**src/rtl/flash_owner_arb.sv**
```systemverilog
module flash_owner_arb #(
  parameter int          SCK_HALF  = 2,
  parameter logic [7:0]  WREN_CODE = 8'h06,
  parameter logic [7:0]  RDSR_CODE = 8'h05
) (
  input  logic       clk,
  input  logic       rst_n,
  input  logic       sw_req,
  input  logic       sw_sck,
  input  logic       sw_cs_n,
  input  logic       sw_mosi,
  input  logic       hw_req,
  input  logic       hw_busy,
  input  logic       hw_sck,
  input  logic       hw_cs_n,
  input  logic       hw_mosi,
  input  logic       erase_set,
  input  logic       wen_wr,
  input  logic [1:0] wen_val,
  input  logic [7:0] erase_op,
  input  logic       spi_miso,
  output logic       grant,
  output logic       hw_hold,
  output logic       busy,
  output logic       erase_flag,
  output logic       spi_sck,
  output logic       spi_cs_n,
  output logic       spi_mosi
);
  localparam int CW = (SCK_HALF > 1) ? $clog2(SCK_HALF) : 1;
  localparam logic [CW-1:0] CNT_TOP = CW'(SCK_HALF - 1);

  typedef enum logic [1:0] {O_HW, O_GAP, O_SW, O_ER} own_t;
  typedef enum logic [1:0] {E_IDLE, E_XFER, E_CSH} est_t;

  own_t owner, gap_to;
  est_t es;
  logic [1:0] step;
  logic rd_ph;
  logic [7:0] sh, rx, op_q;
  logic [2:0] bitn;
  logic [CW-1:0] cnt;
  logic e_sck, e_cs_n;
  logic trig, e_start, e_done;

  assign trig    = erase_flag && wen_wr && (wen_val == 2'b00) && !busy;
  assign e_start = (owner == O_GAP) && (gap_to == O_ER);
  assign e_done  = (es == E_CSH) && (step == 2'd2) && !rx[0];
  assign grant   = (owner == O_SW);
  assign hw_hold = hw_req && (owner != O_HW);

  always_ff @(posedge clk or negedge rst_n)
    if (!rst_n) begin
      busy <= 1'b0;
      erase_flag <= 1'b0;
    end else begin
      if (trig) busy <= 1'b1;
      else if (e_done) busy <= 1'b0;
      if (e_done) erase_flag <= 1'b0;
      else if (erase_set) erase_flag <= 1'b1;
    end

  always_ff @(posedge clk or negedge rst_n)
    if (!rst_n) begin
      owner <= O_HW;
      gap_to <= O_HW;
    end else begin
      case (owner)
        O_HW:
          if (busy && !hw_busy) begin
            owner <= O_GAP; gap_to <= O_ER;
          end else if (sw_req && !busy && !trig && !hw_busy) begin
            owner <= O_GAP; gap_to <= O_SW;
          end
        O_GAP: owner <= gap_to;
        O_SW:
          if (!sw_req) begin
            owner <= O_GAP; gap_to <= O_HW;
          end
        O_ER:
          if (e_done) begin
            owner <= O_GAP; gap_to <= O_HW;
          end
        default: owner <= O_HW;
      endcase
    end

  always_ff @(posedge clk or negedge rst_n)
    if (!rst_n) begin
      es <= E_IDLE;
      step <= 2'd0;
      rd_ph <= 1'b0;
      sh <= 8'h00;
      rx <= 8'h00;
      op_q <= 8'h00;
      bitn <= 3'd0;
      cnt <= '0;
      e_sck <= 1'b0;
      e_cs_n <= 1'b1;
    end else begin
      case (es)
        E_IDLE: begin
          e_cs_n <= 1'b1;
          e_sck <= 1'b0;
          if (e_start) begin
            es <= E_XFER; step <= 2'd0; sh <= WREN_CODE; bitn <= 3'd7;
            cnt <= '0; rd_ph <= 1'b0; e_cs_n <= 1'b0; op_q <= erase_op;
          end
        end
        E_XFER:
          if (cnt == CNT_TOP) begin
            cnt <= '0;
            e_sck <= !e_sck;
            if (!e_sck) rx <= {rx[6:0], spi_miso};
            else if (bitn != 3'd0) begin
              bitn <= bitn - 3'd1;
              sh <= {sh[6:0], 1'b0};
            end else if (step == 2'd2 && !rd_ph) begin
              rd_ph <= 1'b1; bitn <= 3'd7; sh <= 8'h00;
            end else begin
              es <= E_CSH; e_cs_n <= 1'b1;
            end
          end else cnt <= cnt + 1'b1;
        E_CSH: begin
          es <= E_XFER; bitn <= 3'd7; cnt <= '0; e_cs_n <= 1'b0; rd_ph <= 1'b0;
          case (step)
            2'd0: begin step <= 2'd1; sh <= op_q; end
            2'd1: begin step <= 2'd2; sh <= RDSR_CODE; end
            default:
              if (rx[0]) sh <= RDSR_CODE;
              else begin es <= E_IDLE; e_cs_n <= 1'b1; end
          endcase
        end
        default: es <= E_IDLE;
      endcase
    end

  always_comb begin
    case (owner)
      O_SW:    begin spi_sck = sw_sck; spi_cs_n = sw_cs_n; spi_mosi = sw_mosi; end
      O_ER:    begin spi_sck = e_sck;  spi_cs_n = e_cs_n;  spi_mosi = sh[7];   end
      O_GAP:   begin spi_sck = 1'b0;   spi_cs_n = 1'b1;    spi_mosi = 1'b0;    end
      default: begin spi_sck = hw_sck; spi_cs_n = hw_cs_n; spi_mosi = hw_mosi; end
    endcase
  end

  p_gap_cs_r5: assert property (@(posedge clk) disable iff (!rst_n)
    $rose(grant) |-> $past(spi_cs_n));
  p_no_grant_erase_r9: assert property (@(posedge clk) disable iff (!rst_n)
    (es != E_IDLE) |-> !grant);
  p_hold_r3: assert property (@(posedge clk) disable iff (!rst_n)
    (grant && hw_req) |-> hw_hold);
  p_busy_run_r8: assert property (@(posedge clk) disable iff (!rst_n)
    (es != E_IDLE) |-> busy);
  p_flag_clr_r8: assert property (@(posedge clk) disable iff (!rst_n)
    $fell(busy) |-> !erase_flag);
  p_trig_r6: assert property (@(posedge clk) disable iff (!rst_n)
    (erase_flag && wen_wr && wen_val == 2'b00 && !busy) |=> busy);
endmodule

```
**config.mk**
```make
export PLATFORM = sky130hd
export DESIGN_NAME = flash_owner_arb
export DESIGN_NICKNAME = d
export VERILOG_FILES = /design/src/rtl/flash_owner_arb.sv
export SDC_FILE = /design/constraint.sdc
export NUM_CORES = 1
export LEC_CHECK = 0
export CORE_MARGIN = 2
export CORE_UTILIZATION = 52
export CTS_CLUSTER_SIZE = 16
export DETAILED_ROUTE_END_ITERATION = 8
export PLACE_DENSITY = 0.9
export SLEW_MARGIN = 40
export SYNTH_ARGS = -nofsm -noshare
export SYNTH_HDL_FRONTEND = slang
export SYNTH_SLANG_ARGS = --single-unit
```
**constraint.sdc**
```tcl
create_clock -name clk -period 2.3 [get_ports clk]
set_input_delay 0.46 -clock clk [delete_from_list [all_inputs] [get_ports clk]]
set_output_delay 0.46 -clock clk [all_outputs]
set_load 0.02 [all_outputs]
```
==> results_dict.tcl <==
set metrics [dict create \
    worstPathMaxFanout 1 \
    combPwrFrac_pct 43.1 \
    crit_path_end_kind "primary output" \
    clkPwrFrac_pct 15.2 \
    detail-route-antenna-nets 0 \
    wl_met1_mm 1.613 \
    drtPass1Iterations 4 \
    viasPerCell 5.698 \
    synth_cell_type_count 42 \
    fp.dieArea_sq_mm 0.004016 \
    relSlewSlack_pct 68.36 \
    synth_area_sq_mm 0.001833 \
    setup_violations 0 \
    fillCellCount 282 \
    drtIter0Drc 60 \
    ctsHoldBuffers 0 \
    worst_setup_path_start_kind "primary input" \
    crit_chain "clkdlybuf4s50_1, mux2i_1, a21oi_1, clkdlybuf4s50_1" \
    post_dp_cell_area_sq_mm 0.002222 \
    drv_slew 0 \
    area.sequential_sq_um 854.6 \
    postCtsSetupRepairBufs 0 \
    numCtsBuffers 5 \
    netSwitchingFraction_pct 37.61 \
    utilization_pct 67.97 \
    ir_drop_mv 0.5457 \
    route.met3.wl_um 178 \
    skew_ns 0.01308 \
    switchingPower_mw 0.8857 \
    synth-seq-cells 34 \
    cp.arrival_ns 1.78 \
    p_total_mw 2.355 \
    dp_hpwl_mm 2.758 \
    hold_viol 0 \
    run_status "finished clean" \
    yosysSeqAreaShare_pct 46.48 \
    yosys_most_used_dff "dfrtp_1" \
    antenna_found_initial 0 \
    cts_buffer_depth 2 \
    hold_path_class "primary input to async pin" \
    rsz0062_at_grt "no" \
    fmax_mhz 445.5 \
    wl_met2_mm 1.876 \
    finalInstanceArea_sq_mm 0.002286 \
    layout_setup_ws_ns 0.05537 \
    synth_edf_count 0 \
    synthCells 169 \
    synth_area_per_cell_sq_um 10.85 \
    cts_tree "yes" \
    finalCritPeriodShare_pct 97.59 \
    start_util_pct 54.50 \
    grt_overflow_total 0 \
    post_cts_resized 4 \
    critPathKind "primary input to primary output" \
    vias 1453 \
    top_layer_used "met4" \
    multiInputGateArea_sq_um 933.4 \
    place.gp.congestion 0.8093 \
    clk_pin_slew_ns 0.11 \
    place_ws_ns -0.01658 \
    nets 238 \
    grt_pass1_vias 1483 \
    critical_path.max_stage_delay_ns 0.63 \
    crit_required_ns 1.84 \
    whs_ns 0.5084 \
    drive_gt1_share_pct 22.01 \
    cell_internal_pwr_mw 1.469 \
    cts_num_sinks 34 \
    root_buffer "clkbuf_4" \
    critPathSlowestCell "clkdlybuf4s50_1" \
    fp.dieW_um 63.37 \
    period_minus_slack_ns 2.245 \
    die_h_um 63.37 \
    port_buffers 30 \
    grt_pass1_wl_mm 6.665 \
    yosysWarnings 0 \
    io_pins 31 \
    p_per_area_mw_per_mm2 1030 \
    grt_usage_pct 21.01 \
    core_area_sq_mm 0.003363 \
    syn2layout_area_growth_pct 24.71 \
    p_leak_nw 0.9789 \
    grt_max_degree 35 \
    max_cap_violations 0 \
    wl_per_cell_um 14.60 \
    tightest_slew_ns 0.4731 \
    async_reset_ff_share_pct 100.0 \
    worstSkewPairLatency_ns 0.34 \
    fp-row-count 21 \
    n_antenna_cell 0 \
    htree_levels 2 \
    synth_nets 199 \
    drcViolationCount 0 \
    pwr-share-seq_pct 41.7 \
    worst_path_most_repeated_cell "clkdlybuf4s50_1" \
    wl_mm 3.723 \
]
-- power by group through the flow --
stage / Sequential (mW) / Clock, mW / Combinational, mW
floorplan: 0.911 / 0 / 0.773
global placement: 0.975 / 0 / 0.990
detailed placement: 0.992 / 0 / 1.03
CTS: 0.983 / 0.366 / 1.02
global route: 1.01 / 0.384 / 1.14
finish: 0.983 / 0.357 / 1.01
-- cells in the final DEF (no fill, tap or decap), types with 3 or more instances in the layout --
cell,netlist,layout
nor2_1,9,9
clkdlybuf4s50_1,0,28
a21oi_1,9,9
clkbuf_4,0,5
nand3_1,4,4
mux2_2,20,20
nor3_1,3,3
o22a_1,3,3
a22o_1,8,8
buf_4,0,7
o21ai_0,13,13
nand2_1,12,12
dfrtp_1,33,31
ha_1,6,6
inv_1,7,7
-- metrics by stage --
| step | std cells | TNS (ns) |
|---|---|---|
| floorplan | 169 | 0 |
| global placement | 247 | -0.007397 |
| detailed placement | 247 | -0.01658 |
| CTS | 255 | 0 |
| global route | 255 | 0 |
| finish | 255 | 0 |
-- worst max-delay path: cells and delay by family --
kind | cells | cell delay, ns
buf+inv | 2 | 1.09
compound gates | 1 | 0.16
mux | 1 | 0.07
-- final timing paths --
path	endpoint	from	slack [ns]	cells after the start
worst min-delay path	gap_to[1]	rst_n	0.51	2
min in group clk	op_q[6]	op_q[6]	0.52	1
worst max register to register	sh[6]	es[0]	0.29	6
max in group asynchronous	e_cs_n	rst_n	1.46	2
worst max-delay path	spi_cs_n	sw_cs_n	0.06	4
worst min register to register	op_q[6]	op_q[6]	0.52	1
-- synth_stat cells (2+ instances only) --
cell	number	area share (%)
a21oi_1	9	2.5
ha_1	6	4.1
o22ai_1	2	0.68
nor2b_1	2	0.68
nor2_1	9	1.8
mux2i_1	2	1.1
nor4b_1	2	0.96
nor3_1	3	0.82
dfrtp_1	33	45
buf_1	2	0.41
inv_1	7	1.4
or2_2	2	0.68
nand2_1	12	2.5
and3_1	2	0.68
a2bb2oi_1	2	0.96
nand3_1	4	1.1
nand2b_1	2	0.68
o22a_1	3	1.4
o21ai_0	13	3.5
a22o_1	8	3.8
mux2_2	20	12
buf_2	2	0.55
o211ai_1	2	0.82
a31oi_1	2	0.68
-- per-layer routing --
metal  vias up  GRT usage (%)
met2        33          36.05
li1        700              -
met5         -              0
met3         5          5.179
met4         0          7.065
met1       715          25.79
-- kinds of logic after synthesis --
logic type | synth area share (%)
and+or+nand+nor | 14.33
muxes | 13.38
DFF | 46.48
adders and majority gates | 4.095
buffers and inverters | 2.594
xor gates and xnor gates | 0.4779
AOI/OAI and AO/OA | 18.63
-- cell type report --
cell class	count	share of cell area, %
multi-input combinational	123	40.83
sequential	34	37.38
timing repair buffer	37	15.33
tap	46	2.518
clock buffer	6	2.244
inverter	7	1.149
clock inverter	2	0.5473
-- sequential cells by signal, summed over array words and instances (netlist names) --
name / cells
step: 2
gap_to: 2
es: 2
e_sck: 1
sh: 8
op_q: 8
bitn: 3
erase_flag: 1
owner: 2
cnt: 1
rx: 1
rd_ph: 1
e_cs_n: 1
busy: 1
Power figures use the tool's default switching activity.
